### src/rtl/resp_cap_pkg.sv
// Shared types for the response capture block.
package resp_cap_pkg;
    // Capture sequence: command bits, command end edge, data bits, data end edge
    typedef enum logic [2:0] {
        ST_IDLE,
        ST_CMD,
        ST_CEND,
        ST_DAT,
        ST_DEND
    } seq_st_t;
endpackage

### src/rtl/resp_seq.sv
// Capture sequencer. Latches the byte count and flags on arm (idle only),
// counts command shifts, then optionally eight data shifts, and pulses
// done flags on the enable edge after each phase.
// Assumes xfer_en is a single-cycle strobe.
module resp_seq
    import resp_cap_pkg::*;
#(
    parameter int NUM_BYTES = 17,
    parameter int CNT_W     = 5,
    parameter int DAT_BITS  = 8
) (
    input  logic             clk,
    input  logic             rst_n,
    input  logic             xfer_en,
    input  logic             arm,
    input  logic [CNT_W-1:0] rsp_bytes,
    input  logic             spi_mode,
    input  logic             wr_data,
    output logic             cmd_shift,
    output logic             dat_shift,
    output logic             cmd_done,
    output logic             dat_done
);
    localparam int BITS_W = $clog2(NUM_BYTES * 8 + 1);
    localparam int DCNT_W = $clog2(DAT_BITS);

    seq_st_t             state_q;
    logic [BITS_W-1:0]   bits_left_q;
    logic [DCNT_W-1:0]   dcnt_q;
    logic                spi_q, wr_q;
    logic [CNT_W-1:0]    eff_bytes;
    logic [BITS_W-1:0]   eff_bits;

    // Clamp the requested byte count to the chain length
    always_comb begin
        eff_bytes = (rsp_bytes > CNT_W'(NUM_BYTES)) ? CNT_W'(NUM_BYTES) : rsp_bytes;
        eff_bits  = BITS_W'(eff_bytes) << 3;
    end

    assign cmd_shift = (state_q == ST_CMD) && xfer_en;
    assign dat_shift = (state_q == ST_DAT) && xfer_en;

    // Phase state, counters and done pulses
    always_ff @(posedge clk) begin
        if (!rst_n) begin
            state_q     <= ST_IDLE;
            bits_left_q <= '0;
            dcnt_q      <= '0;
            spi_q       <= 1'b0;
            wr_q        <= 1'b0;
            cmd_done    <= 1'b0;
            dat_done    <= 1'b0;
        end else begin
            cmd_done <= 1'b0;
            dat_done <= 1'b0;
            unique case (state_q)
                ST_IDLE: if (arm) begin
                    spi_q       <= spi_mode;
                    wr_q        <= wr_data;
                    bits_left_q <= eff_bits;
                    state_q     <= (eff_bits == '0) ? ST_CEND : ST_CMD;
                end
                ST_CMD: if (xfer_en) begin
                    bits_left_q <= bits_left_q - 1'b1;
                    if (bits_left_q == BITS_W'(1)) state_q <= ST_CEND;
                end
                ST_CEND: if (xfer_en) begin
                    cmd_done <= 1'b1;
                    dcnt_q   <= '0;
                    state_q  <= (spi_q && wr_q) ? ST_DAT : ST_IDLE;
                end
                ST_DAT: if (xfer_en) begin
                    dcnt_q <= dcnt_q + 1'b1;
                    if (dcnt_q == DCNT_W'(DAT_BITS - 1)) state_q <= ST_DEND;
                end
                ST_DEND: if (xfer_en) begin
                    dat_done <= 1'b1;
                    state_q  <= ST_IDLE;
                end
                default: state_q <= ST_IDLE;
            endcase
        end
    end

    AST_DAT_NEEDS_SPI_WR: assert property (@(posedge clk) disable iff (!rst_n)
        dat_shift |-> (spi_q && wr_q));
    AST_DONE_EXCL: assert property (@(posedge clk) disable iff (!rst_n)
        !(cmd_done && dat_done));
    AST_CMD_HAS_BITS: assert property (@(posedge clk) disable iff (!rst_n)
        (state_q == ST_CMD) |-> (bits_left_q != '0));
    AST_DONE_AFTER_EN: assert property (@(posedge clk) disable iff (!rst_n)
        $rose(cmd_done) |-> $past(xfer_en));
endmodule

### src/rtl/resp_clr_pipe.sv
// Delayed clear pipeline. A host write marks a register; the mark moves one
// stage per enable edge and clears the register on the second edge.
// Assumes write masks are one-hot or zero.
module resp_clr_pipe #(
    parameter int NREG = 18
) (
    input  logic            clk,
    input  logic            rst_n,
    input  logic            xfer_en,
    input  logic [NREG-1:0] wr_mask,
    output logic [NREG-1:0] clr
);
    logic [NREG-1:0] stage_a_q, stage_b_q;

    // Advance pending clears on each transfer edge
    always_ff @(posedge clk) begin
        if (!rst_n) begin
            stage_a_q <= '0;
            stage_b_q <= '0;
        end else if (xfer_en) begin
            stage_a_q <= wr_mask;
            stage_b_q <= stage_a_q;
        end else begin
            stage_a_q <= stage_a_q | wr_mask;
        end
    end

    assign clr = xfer_en ? stage_b_q : '0;

    AST_CLR_ONEHOT: assert property (@(posedge clk) disable iff (!rst_n)
        $onehot0(wr_mask) |=> $countones(stage_a_q) <= 2);
endmodule

### src/rtl/resp_chain.sv
// Storage: seventeen command bytes working as one shift register, entering
// at bit 0 of the top byte, plus a narrow data response register.
// Clear wins over held bits; the incoming bit is still taken.
module resp_chain #(
    parameter int NUM_BYTES = 17,
    parameter int BYTE_W    = 8,
    parameter int DRW       = 5
) (
    input  logic                             clk,
    input  logic                             rst_n,
    input  logic                             sdi,
    input  logic                             cmd_shift,
    input  logic                             dat_shift,
    input  logic [NUM_BYTES:0]               clr,
    output logic [NUM_BYTES-1:0][BYTE_W-1:0] cmd_q,
    output logic [DRW-1:0]                   dat_q
);
    logic [NUM_BYTES-1:0]             carry_in;
    logic [NUM_BYTES-1:0][BYTE_W-1:0] cmd_nxt;
    logic [DRW-1:0]                   dat_nxt;

    // Serial links: each byte is fed from bit 7 of the byte above
    assign carry_in[NUM_BYTES-1] = sdi;
    for (genvar g = 0; g < NUM_BYTES - 1; g++) begin : g_link
        assign carry_in[g] = cmd_q[g+1][BYTE_W-1];
    end

    // Next-state for every byte and the data register
    always_comb begin
        for (int k = 0; k < NUM_BYTES; k++) begin
            if (cmd_shift)
                cmd_nxt[k] = clr[k] ? {{(BYTE_W-1){1'b0}}, carry_in[k]}
                                    : {cmd_q[k][BYTE_W-2:0], carry_in[k]};
            else if (clr[k])
                cmd_nxt[k] = '0;
            else
                cmd_nxt[k] = cmd_q[k];
        end
        if (dat_shift)
            dat_nxt = clr[NUM_BYTES] ? {{(DRW-1){1'b0}}, sdi} : {dat_q[DRW-2:0], sdi};
        else if (clr[NUM_BYTES])
            dat_nxt = '0;
        else
            dat_nxt = dat_q;
    end

    // State registers
    always_ff @(posedge clk) begin
        if (!rst_n) begin
            cmd_q <= '0;
            dat_q <= '0;
        end else begin
            cmd_q <= cmd_nxt;
            dat_q <= dat_nxt;
        end
    end

    for (genvar g = 0; g < NUM_BYTES; g++) begin : g_chk
        AST_CLR_ZERO: assert property (@(posedge clk) disable iff (!rst_n)
            clr[g] |=> (cmd_q[g][BYTE_W-1:1] == '0));
    end
    AST_HOLD_IDLE: assert property (@(posedge clk) disable iff (!rst_n)
        (!cmd_shift && (clr[NUM_BYTES-1:0] == '0)) |=> $stable(cmd_q));
    AST_DAT_HOLD: assert property (@(posedge clk) disable iff (!rst_n)
        (!dat_shift && !clr[NUM_BYTES]) |=> $stable(dat_q));
endmodule

### src/rtl/resp_capture.sv
// Top: card response capture. Ties sequencer, clear pipeline and storage
// together and provides the host read mux (0..16 command bytes, 17 data).
module resp_capture #(
    parameter int NUM_BYTES = 17,
    parameter int BYTE_W    = 8,
    parameter int DRW       = 5,
    parameter int CNT_W     = 5,
    parameter int ADDR_W    = 5
) (
    input  logic              clk,
    input  logic              rst_n,
    input  logic              xfer_en,
    input  logic              rsp_bit,
    input  logic              arm,
    input  logic [CNT_W-1:0]  rsp_bytes,
    input  logic              spi_mode,
    input  logic              wr_data,
    input  logic              host_wr,
    input  logic [ADDR_W-1:0] host_addr,
    output logic [BYTE_W-1:0] host_rdata,
    output logic              cmd_done,
    output logic              dat_done
);
    localparam int NREG = NUM_BYTES + 1;

    logic                             cmd_shift, dat_shift;
    logic [NREG-1:0]                  wr_mask, clr;
    logic [NUM_BYTES-1:0][BYTE_W-1:0] cmd_q;
    logic [DRW-1:0]                   dat_q;

    // Decode host write address into a one-hot clear request
    always_comb begin
        for (int i = 0; i < NREG; i++)
            wr_mask[i] = host_wr && (host_addr == ADDR_W'(i));
    end

    resp_seq #(.NUM_BYTES(NUM_BYTES), .CNT_W(CNT_W), .DAT_BITS(8)) u_seq (
        .clk(clk), .rst_n(rst_n), .xfer_en(xfer_en), .arm(arm),
        .rsp_bytes(rsp_bytes), .spi_mode(spi_mode), .wr_data(wr_data),
        .cmd_shift(cmd_shift), .dat_shift(dat_shift),
        .cmd_done(cmd_done), .dat_done(dat_done)
    );

    resp_clr_pipe #(.NREG(NREG)) u_clr (
        .clk(clk), .rst_n(rst_n), .xfer_en(xfer_en),
        .wr_mask(wr_mask), .clr(clr)
    );

    resp_chain #(.NUM_BYTES(NUM_BYTES), .BYTE_W(BYTE_W), .DRW(DRW)) u_chain (
        .clk(clk), .rst_n(rst_n), .sdi(rsp_bit),
        .cmd_shift(cmd_shift), .dat_shift(dat_shift), .clr(clr),
        .cmd_q(cmd_q), .dat_q(dat_q)
    );

    // Host read mux; unmapped addresses read zero
    always_comb begin
        host_rdata = '0;
        for (int i = 0; i < NUM_BYTES; i++)
            if (host_addr == ADDR_W'(i)) host_rdata = cmd_q[i];
        if (host_addr == ADDR_W'(NUM_BYTES))
            host_rdata = {{(BYTE_W-DRW){1'b0}}, dat_q};
    end

    AST_DATA_UPPER_ZERO: assert property (@(posedge clk) disable iff (!rst_n)
        (host_addr == ADDR_W'(NUM_BYTES)) |-> (host_rdata[BYTE_W-1:DRW] == '0));
    AST_NO_SHIFT_OVERLAP: assert property (@(posedge clk) disable iff (!rst_n)
        !(cmd_shift && dat_shift));
endmodule

### config.mk
export PLATFORM = sky130hd
export DESIGN_NAME = resp_capture
export DESIGN_NICKNAME = d
export VERILOG_FILES = /design/src/rtl/resp_cap_pkg.sv /design/src/rtl/resp_seq.sv /design/src/rtl/resp_clr_pipe.sv /design/src/rtl/resp_chain.sv /design/src/rtl/resp_capture.sv
export SDC_FILE = /design/constraint.sdc
export NUM_CORES = 1
export LEC_CHECK = 0
export ABC_CLOCK_PERIOD_IN_PS = 2500
export BUFFER_PORTS_ARGS = -buffer_cell sky130_fd_sc_hd__buf_2
export CAP_MARGIN = 20
export CORE_UTILIZATION = 50
export CTS_BUF_LIST = sky130_fd_sc_hd__clkbuf_2
export CTS_CLUSTER_DIAMETER = 100
export CTS_CLUSTER_SIZE = 14
export DETAILED_ROUTE_END_ITERATION = 6
export PLACE_DENSITY = 0.66
export SLEW_MARGIN = 5
export SYNTH_ARGS = -nofsm -noshare
export SYNTH_HDL_FRONTEND = slang
export SYNTH_HIERARCHICAL = 1
export SYNTH_SLANG_ARGS = --single-unit
### constraint.sdc
create_clock -name clk -period 2.5 [get_ports clk]
set_input_delay 0.375 -clock clk [delete_from_list [all_inputs] [get_ports clk]]
set_output_delay 0.375 -clock clk [all_outputs]
set_load 0.1 [all_outputs]
# Word level (Yosys, flattened, before mapping)
# Index checks and enable logic that the tools add are counted.
# totals
regBits	195
latch_bits	0
ramBits	0
mem_bits_ro	0
in_bits	18
out_inout_bits	10
n_memories	0
# op_classes
n_addsub	2
multipliers	0
div	0
magnitude_cmp	1
n_eq_ne	30
shifts	0
n_mux	91
bitwise	1
reduce_logical	50
# op_table
cell	count
$mux 8	71
$eq 5x4->1 const B	8
$reduce_bool 2->1	20
$mux 18	2
$mux 3	8
$logic_and 1x1->1	21
$eq 5x3->1 const B	4
$mux 5	4
$or 18x18->18	1
$pmux 8 s2	1
$pmux 3 s5	1
$ne 2x2->1 const B	7
$eq 5x2->1 const B	2
$eq 5x5->1 const B	2
$eq 8x1->1 const B	1
$logic_not 8->1	1
$sub 8x1->8 const B	1
$reduce_and 7->1	1
$eq 3x2->1 const B	2
$eq 3x3->1 const B	2
$pmux 3 s2	1
$reduce_and 2->1	3
$reduce_and 3->1	2
$eq 5x1->1 const B	1
other kinds (7)	8

# Longest topological paths before layout
# Gate-level depths: netlist of run 1.
# depth
depth_word	19
depth_mapped	8
mapped_depth_nobuf	6

# By module
# The synthesis of run 1 kept the hierarchy.
# modules_own_cells
mod	n_inst	cells_per_inst	area_each_um2	seq_area_each_um2
resp_chain	1	495	5196.2	2822.7
resp_capture	1	275	1830.5	0.0
resp_clr_pipe	1	136	1462.7	720.7
resp_seq	1	126	1078.5	360.3

# Least setup slack after synthesis of run 1
# No wires, ideal clock.
# synth_path
kind	input to output
startpoint	input host_addr[3]
endpoint	output host_rdata[4]
t_arrival_ps	3690
required_time_ps	2125
path_slack_ps	-1565
path_stages	6
path_cell_list	buf_4 or4b_1 buf_6 a21oi_1 a221oi_1 a221oi_1
# synth_via
elab_chain_cells	19
elab_cells_between_ends	36
# synth_rtl
element	line_no	rtl
from (decl)	resp_capture.sv:19	input logic [ADDR_W-1:0] host_addr,
$logic_not 5->1	resp_capture.sv:59	if (host_addr == ADDR_W'(i)) host_rdata = cmd_q[i];
$mux 8 (17 in series)	resp_capture.sv:59	
$mux 8 (*)	resp_capture.sv:60	if (host_addr == ADDR_W'(NUM_BYTES))
to (decl)	resp_capture.sv:20	output logic [BYTE_W-1:0] host_rdata,
# Every way passes the cells marked *; elsewhere a longest branch is shown, timed or not.

# Worst setup path in the final report of run 1
# layout_path
startpoint	register u_chain/cmd_q[60] (netlist name)
endpoint	output host_rdata[4]
# layout_via
elab_chain_cells	11
# layout_rtl
element	line_no	rtl
from (decl)	resp_chain.sv:15	output logic [NUM_BYTES-1:0][BYTE_W-1:0] cmd_q,
from (signal assigned)	resp_chain.sv:53	cmd_q <= cmd_nxt;
$mux 8 (10 in series)	resp_capture.sv:59	
$mux 8	resp_capture.sv:60	
# No other way between the ends.

==> results of run 1 <==
[layer usage]
layer | up-vias | part of all wire | GRT usage
met5 | - | 0 | 0
met3 | 46 | 0.055 | 0.0554
met4 | 0 | 0.026 | 0.0850
met2 | 206 | 0.46 | 0.417
met1 | 3580 | 0.46 | 0.341
li1 | 3756 | - | -
[layout make-up]
class | instances | area (sq um)
well taps | 234 | 293
repair buffers | 140 | 1220
diodes | 1 | 2.50
flip-flops and latches | 195 | 3950
multi-input cells | 740 | 5370
clock buffers | 18 | 90.1
clock inverters | 13 | 154
inverters | 12 | 45.0
fillers | 1657 | 7580
[path summary, 6_finish.rpt]
path                     startpoint              endpoint  depth (start not counted)
setup / recovery  u_chain/cmd_q[60]         host_rdata[4]                          6
hold / removal                  arm  u_seq/bits_left_q[2]                          4
setup reg to reg   u_seq/state_q[0]  u_seq/bits_left_q[5]                          6
hold reg to reg     u_seq/dcnt_q[1]       u_seq/dcnt_q[1]                          2
[through the flow]
step | total power [mW] | setup slack (ns) | instances
2_1_floorplan | 4.67 | -0.192 | 1032
3_3_place_gp | 4.96 | -0.122 | 1292
3_5_place_dp | 4.97 | -0.141 | 1292
4_1_cts | 6.59 | -0.365 | 1352
5_1_grt | 6.88 | -0.463 | 1353
6_report | 6.58 | -0.272 | 1353
[sequential cells by signal, summed over array words and instances, names as in the netlist]
signal and cells:
u_seq/state_q 3, u_chain/cmd_q 136, u_seq/cmd_done 1, u_seq/bits_left_q 8
u_chain/dat_q 5, u_clr/stage_b_q 18, u_seq/spi_q 1, u_clr/stage_a_q 18
u_seq/dcnt_q 3, u_seq/wr_q 1, u_seq/dat_done 1
[worst register-to-register path, stage by stage, from the launching register on]
cell	delay [ns]
dfxtp_1	0.41
buf_4	0.20
or3b_1	0.51
nor4_2	0.26
a21oi_1	0.07
o2bb2ai_1	0.14
dlygate4sd3_1	0.57
[cell families (layout without fill, tap and decap cells)]
kind of cell,Yosys count,after routing,synth area share
AO/OA/AOI/OAI,168,168,0.121
XOR/XNOR,1,1,0.000916
adder cells (fa/ha/maj),4,4,0.00523
buffers and inverters,97,183,0.0650
flip-flops,195,195,0.408
multiplexers,169,169,0.185
other,0,1,0
AND/OR/NAND/NOR,398,398,0.214
[placed cells by master, fill, tap and decap left out, drive strengths merged, types with 5 or more instances in the layout]
cell type,instances
nor2b,41
clkbuf,18
or3,6
mux4,6
nand3,30
o21a,20
a211oi,7
nand2b,51
mux2i,157
nand2,29
nor3,19
dlygate4sd3,12
a31oi,9
inv,16
a21oi,40
buf,128
nor2,168
mux2,6
dfxtp,195
o2bb2ai,5
o21ai,33
and2,22
[power groups by stage]
| stage | sequential, mW | clock [mW] | combinational, mW |
|---|---|---|---|
| 5_1_grt | 3.27 | 1.77 | 1.84 |
| 3_3_place_gp | 3.31 | 0 | 1.66 |
| 2_1_floorplan | 3.29 | 0 | 1.38 |
| 4_1_cts | 3.25 | 1.63 | 1.71 |
| 6_report | 3.25 | 1.60 | 1.73 |
| 3_5_place_dp | 3.31 | 0 | 1.67 |
[timing repair]
item                                    in CTS  in global routing
gates resized for setup                     60                 14
endpoints found under the setup margin       8                  8
gates cloned                                 0                  0
pin swaps                                   26                  4
setup buffers                               18                  0
hold buffers                                12                  0
endpoints found under the hold margin       15                  0
==> results.toml, run 1 <==
[global_route]
antenna_found_initial = 1
grt.overflow.total = 0
grt_pass1_wl_um = 39400
grt_max_degree = 62
grt_use_total = 0.258
grt_pass1_vias = 7380

[power]
pwr-share-clk = 0.244
p_seq_frac = 0.494
intPower_mw = 4.44
power.leakage_nw = 4.11
combPwrFrac = 0.262
p_per_area_nw_per_um2 = 591
switching_power_mw = 2.14
swShare = 0.326
ir_drop_mv = 0.634

[die]
die_w_um = 140
dieArea_sq_um = 19700
io_pins = 28
initial_core_util = 0.512
num_rows = 50
die-height_um = 140
core_area_sq_um = 18700

[detailed_routing]
first_iter_violations = 558
num_vias = 7588
firstDrtPassIters = 5
drc = 0
ant_nets = 0
routed_via_density = 5.61
wl_per_cell_um = 18.2
wl_um = 24600

[critical_path]
worstPathArrival_ns = 2.40
crit_chain = "and4b_1 > a31oi_1 > o32ai_2 > a221oi_2 > a221oi_4 > buf_12"
cp_data_required_time_ns = 2.12
start_kind = "flop"
crit_path_max_fanout = 2
end_kind = "output port"
crit_buf_inv = 1
path_class = "flop to output port"
rrSetupSlack_ns = 0.33
crit_family = "compound AO/OA/AOI/OAI gates"
worst_path_largest_cell_delay_ns = 0.40
crit_slowest_cell = "dfxtp_2"

[synth]
synth_area_leaders = "dfxtp_1, mux2i_1, nor2_1"
yosys_register_bits = 195
async_reset_ff_frac = 0
synth.top_cells.by_count = "dfxtp_1, nor2_1, mux2i_1"
yosysMostFrequentCell = "dfxtp_1"
syn-instance-count = 1032
synth_top_area_share = 0.408
yosysWarnings = 6
yosysTopAreaCell = "dfxtp_1"
synth_edf_count = 0
syn_avg_cell_area_sq_um = 9.27
ys_seq_area_frac = 0.408
synthFlopType = "dfxtp_1"
yosysUniqueCellTypes = 84
synth_fp_nets = 1054
syn_area_sq_um = 9570

[timing]
slew_violations = 0
tightest_slew_ns = 0.594
holdWs_ns = 0.0539
fin_skew_ns = 0.0560
tns_ns = -1.76
final-hold-violation-count = 0
rsz0062_at_grt = "true"
fin_crit_ns = 2.77
slew-limit-headroom = 0.593
max_freq_mhz = 361
period_share = 1.11
finalSetupViolations = 8
setup_ws_ns = -0.272

[layout]
areaGrowthSynthToFinish_pct = 16.3
layout-drive-gt1-share = 0.233
design_area_sq_um = 11100
final_util = 0.595
nets = 1128

[placed_design]
dpl.hpwl_um = 17600
gp_congestion = 0.965
dpl_cell_area_sq_um = 10400
io_buffers = 27

[clock_tree]
cts_root_buf = "clkbuf_2"
clock_path_buffers = 2
clkSinkCount = 195
clkLatencyLatePin_ns = 0.78
cts_buffers = 17
cts_max_level = 4
cts_tree = "yes"
path_clk_slew_ns = 0.31

[worst_hold_path]
hold_path_class = "primary input to flop"

[job]
cap_viol_max_count = 0

[status]
violations = "negative setup slack"
status = "complete, but fails checks"
No activity file was read; power rests on OpenSTA's default activity.
==> run 2, diff against run 1 <==
--- a/config.mk
+++ b/config.mk
@@ -14,6 +14,7 @@
 export CTS_CLUSTER_SIZE = 14
 export DETAILED_ROUTE_END_ITERATION = 6
 export PLACE_DENSITY = 0.66
+export SKIP_CTS_REPAIR_TIMING = 1
 export SLEW_MARGIN = 5
 export SYNTH_ARGS = -nofsm -noshare
 export SYNTH_HDL_FRONTEND = slang
==> run 2 against run 1 <==
Effect of this change: the flow still finishes with violations (negative setup slack); maximum frequency fell by 3.3%; combinational power barely moved; count of clock-buffer cells in the layout did not move; design area fell by 1.7%; utilization fell by 1.0 points; first-iteration DRC count rose by 5.7%; power fell by 0.48%; cell count fell by 1.2%; hold slack got worse by 0.018 ns; largest cell class unchanged; largest power group unchanged; highest routed layer unchanged.
==> results.toml, run 2 (synthesis results as in run 1) <==
[status]
status = "complete, but fails checks"
violations = "negative setup slack"

[clock_tree]
cts_buffers = 17
cts_max_level = 4
clkLatencyLatePin_ns = 0.77
clkSinkCount = 195
cts_root_buf = "clkbuf_2"
cts_tree = "yes"
path_clk_slew_ns = 0.31
clock_path_buffers = 2

[power]
power.leakage_nw = 4.00
intPower_mw = 4.42
p_total_mw = 6.55
swShare = 0.324
ir_drop_mv = 0.627
p_seq_frac = 0.496
pwr-share-clk = 0.243
p_per_area_nw_per_um2 = 599
switching_power_mw = 2.12
combPwrFrac = 0.261

[die]
num_rows = 50
dieArea_sq_um = 19700
die_w_um = 140
die-height_um = 140
initial_core_util = 0.512
io_pins = 28
core_area_sq_um = 18700

[layout]
design_area_sq_um = 10900
largest_reg_flops = 136
nets = 1112
largest_register = "u_chain/cmd_q"
final_util = 0.585
most-common-layout-cells = "dfxtp_1, nor2_1, mux2i_1, buf_4, nand2b_1"
multi_input_area_sq_um = 5320
areaGrowthSynthToFinish_pct = 14.3
layout-drive-gt1-share = 0.214
fin_cells = 1337
fill_cells = 1678
ff_latch_area_sq_um = 3940
largestRegisters = "u_chain/cmd_q: 136 flops, u_clr/stage_a_q: 18 flops, u_clr/stage_b_q: 18 flops"
layout_commonest_cell = "dfxtp_1"

[critical_path]
rrSetupSlack_ns = 0.36
crit_family = "compound AO/OA/AOI/OAI gates"
crit_path_max_fanout = 3
start_kind = "flop"
crit_chain = "nor2_1 > o311ai_0 > nand3_1 > a221oi_4 > buf_12"
cp_data_required_time_ns = 2.12
r2r-start = "u_seq/state_q[0]"
crit_slowest_cell = "dfxtp_2"
end_kind = "output port"
worstPathArrival_ns = 2.49
r2r_end = "u_seq/bits_left_q[6]"
crit_buf_inv = 1
worst_path_largest_cell_delay_ns = 0.43
path_class = "flop to output port"
reg2reg_depth = 6

[global_route]
busiest_layer = "met2"
grt_use_met2 = 0.408
met3_usage = 0.0523
grt_max_degree = 62
grt_use_total = 0.251
use_met1 = 0.337
grt_pass1_vias = 7141
grt_pass1_wl_um = 38400
grt.overflow.total = 0
antenna_found_initial = 1

[timing]
setup_ws_ns = -0.367
tns_ns = -2.04
slew_violations = 0
period_share = 1.15
slew-limit-headroom = 0.622
max_freq_mhz = 349
tightest_slew_ns = 0.551
fin_skew_ns = 0.0602
finalSetupViolations = 8
final-hold-violation-count = 0
rsz0062_at_grt = "true"
fin_crit_ns = 2.87
holdWs_ns = 0.0360

[placed_design]
io_buffers = 27
gp_congestion = 0.965
dpl_cell_area_sq_um = 10400
dp.cells = 1292
pre_cts_slack_ns = -0.141
dpl.hpwl_um = 17600

[detailed_routing]
wl_um = 24200
routed_via_density = 5.62
drc = 0
firstDrtPassIters = 7
wl_per_cell_um = 18.1
ant_nets = 0
num_vias = 7512
first_iter_violations = 590

[worst_hold_path]
hold_depth = 5
holdPathEnd = "u_seq/bits_left_q[5]"
hold_path_class = "primary input to flop"
worstHoldStart = "arm"

[job]
cap_viol_max_count = 0
==> run 2: cell types whose count changed in the layout (fill, tap and decap cells not counted), moves of 2 or more <==
cell / change
dfxtp_2: -5
buf_4: -14
dfxtp_1: +5
dlygate4sd3_1: -2
==> run 2: final cells by class <==
class / instances / area share
antenna: 1 / 0.000229
clock buffer: 18 / 0.00824
clock inverter: 13 / 0.0141
inverter: 12 / 0.00412
multi-input combinational: 740 / 0.486
sequential: 195 / 0.360
tap: 234 / 0.0268
timing repair buffer: 124 / 0.100
==> run 2: how the worst max path moves through the flow <==
stage	start	endpoint	slack [ns]	cells after the start
floorplan	host_addr[1]	host_rdata[4]	-0.19	6
global placement	host_addr[0]	host_rdata[2]	-0.12	7
detailed placement	host_addr[0]	host_rdata[3]	-0.14	7
CTS	u_chain/cmd_q[60]	host_rdata[4]	-0.60	7
global route	u_chain/cmd_q[60]	host_rdata[4]	-0.53	6
finish	u_chain/cmd_q[12]	host_rdata[4]	-0.37	5
==> run 2: worst register-to-register path, cell delays in order, from the launching register on <==
cell and delay [ns]:
dfxtp_1 0.40, buf_4 0.20, or3b_1 0.52, nor3_1 0.24
a21oi_1 0.07, o2bb2ai_1 0.13, dlygate4sd3_1 0.57
==> run 2: layer usage <==
layer  vias up  share of wire
met3        28          0.050
li1       3724              -
met5         -              0
met1      3577           0.47
met2       183           0.46
met4         0          0.017
==> run 2: power groups by stage <==
stage                     registers [mW]  clock network [mW]  logic (mW)
after detailed placement            3.31                   0        1.67
final                               3.25                1.59        1.71
after global placement              3.31                   0        1.66
after CTS                           3.25                1.63        1.67
after global routing                3.27                1.77        1.83
after floorplan                     3.29                   0        1.38
==> run 3, diff against run 2 <==
--- a/config.mk
+++ b/config.mk
@@ -13,7 +13,7 @@
 export CTS_CLUSTER_DIAMETER = 100
 export CTS_CLUSTER_SIZE = 14
 export DETAILED_ROUTE_END_ITERATION = 6
-export PLACE_DENSITY = 0.66
+export PLACE_DENSITY = 0.78
 export SKIP_CTS_REPAIR_TIMING = 1
 export SLEW_MARGIN = 5
 export SYNTH_ARGS = -nofsm -noshare
==> run 3 against run 2 <==
Effect of this change: the flow still finishes with violations (negative setup slack); hold slack improved by 0.014 ns; clock power increased by 6%; die area unchanged; count of clock-buffer cells in the layout unchanged; critical endpoint is now host_rdata[5]; largest power group unchanged.
==> results.toml, run 3 (synthesis results as in run 1) <==
[global_route]
grt_pass1_wl_um = 36700
grt_max_degree = 75
grt_pass1_vias = 6958
grt_use_total = 0.238
grt.overflow.total = 0
antenna_found_initial = 1

[detailed_routing]
wl_per_cell_um = 17.3
num_vias = 7647
firstDrtPassIters = 5
wl_um = 23300
first_iter_violations = 610
ant_nets = 0
routed_via_density = 5.68
drc = 0

[timing]
slew_violations = 0
holdWs_ns = 0.0505
max_freq_mhz = 356
tns_ns = -1.86
period_share = 1.12
final-hold-violation-count = 0
fin_skew_ns = 0.0427
tightest_slew_ns = 0.504
rsz0062_at_grt = "true"
setup_ws_ns = -0.308
fin_crit_ns = 2.81
slew-limit-headroom = 0.661
finalSetupViolations = 8

[layout]
nets = 1120
areaGrowthSynthToFinish_pct = 16.2
fill_cells = 1634
ff_latch_area_sq_um = 3960
most-common-layout-cells = "nor2_1, mux2i_1, dfxtp_1, buf_4, nand2b_1"
layout-drive-gt1-share = 0.234
largest_reg_flops = 136
largest_register = "u_chain/cmd_q"
largestRegisters = "u_chain/cmd_q: 136 flops, u_clr/stage_a_q: 18 flops, u_clr/stage_b_q: 18 flops"
layout_commonest_cell = "nor2_1"
multi_input_area_sq_um = 5330

[critical_path]
crit_buf_inv = 2
worstPathArrival_ns = 2.43
cp_data_required_time_ns = 2.12
crit_path_max_fanout = 3
crit_slowest_cell = "dfxtp_2"
start_kind = "flop"
worst_path_largest_cell_delay_ns = 0.38
rrSetupSlack_ns = 0.27
end_kind = "output port"
crit_family = "compound AO/OA/AOI/OAI gates"
crit_chain = "nor2b_4 > o32ai_4 > nor3_2 > o41ai_2 > buf_4 > a21oi_4 > buf_12"
path_class = "flop to output port"

[power]
p_seq_frac = 0.491
pwr-share-clk = 0.254
swShare = 0.318
intPower_mw = 4.52
switching_power_mw = 2.11
ir_drop_mv = 0.501
combPwrFrac = 0.255
power.leakage_nw = 4.08
p_per_area_nw_per_um2 = 596

[clock_tree]
path_clk_slew_ns = 0.28
cts_buffers = 17
cts_tree = "yes"
clkLatencyLatePin_ns = 0.79
clkSinkCount = 195
cts_root_buf = "clkbuf_2"
cts_max_level = 4
clock_path_buffers = 2

[job]
cap_viol_max_count = 0

[placed_design]
dpl.hpwl_um = 16600
gp_congestion = 0.950
pre_cts_slack_ns = -0.168
io_buffers = 27

[die]
die-height_um = 140
core_area_sq_um = 18700
die_w_um = 140
num_rows = 50
initial_core_util = 0.512
dieArea_sq_um = 19700
io_pins = 28

[worst_hold_path]
hold_path_class = "primary input to flop"

[status]
violations = "negative setup slack"
status = "complete, but fails checks"
[run 3: cell count changes in the layout (fill, tap and decap cells not counted), moves of 2 or more]
cell	change
dfxtp_1	-13
dfxtp_2	+13
buf_12	+4
a311oi_1	-2
a311oi_2	+2
clkinv_4	+2
dlygate4sd3_1	+2
nor2_1	-2
nor2_2	+2
o21ai_0	-2
o21ai_1	+2
[run 3: per-layer routing]
layer | global-route usage | vias to the layer above | part of all wire
met1 | 0.332 | 3662 | 0.47
met2 | 0.374 | 211 | 0.46
li1 | - | 3744 | -
met4 | 0.0711 | 0 | 0.016
met3 | 0.0397 | 30 | 0.052
met5 | 0 | - | 0
[run 3: power by group through the flow]
stage | logic [mW] | clock network, mW | registers, mW
floorplan | 1.38 | 0 | 3.29
global placement | 1.60 | 0 | 3.31
detailed placement | 1.62 | 0 | 3.31
CTS | 1.63 | 1.73 | 3.25
global route | 1.81 | 1.86 | 3.27
finish | 1.69 | 1.68 | 3.25
[run 3: final timing paths]
check	depth (start not counted)	from	end
hold reg to reg	2	u_seq/dcnt_q[1]	u_seq/dcnt_q[1]
setup reg to reg	7	u_seq/bits_left_q[1]	u_seq/bits_left_q[6]
setup / recovery	7	u_chain/cmd_q[53]	host_rdata[5]
hold / removal	4	arm	u_seq/bits_left_q[2]
[run 3: area by class of cell]
cell class	instances	area share
Clock inverter	14	0.0160
Antenna cell	2	0.000450
Clock buffer	18	0.00811
Inverter	12	0.00405
Timing Repair Buffer	132	0.110
Multi-Input combinational cell	740	0.480
Tap cell	234	0.0263
Sequential cell	195	0.356
[run 3: per-stage QoR]
stage,instance area [sq um],power [mW],std cells,util
finish,11100,6.62,1347,0.594
global route,11100,6.93,1347,0.594
CTS,10700,6.61,1326,0.571
detailed placement,10400,4.93,1294,0.557
global placement,10400,4.91,1294,0.557
floorplan,9680,4.67,1032,-
[run 3: tightest hold or removal path: stages]
cell      delay [ns]
buf_2           0.11
nand2b_1        0.08
nor3_1          0.09
nor3_1          0.16
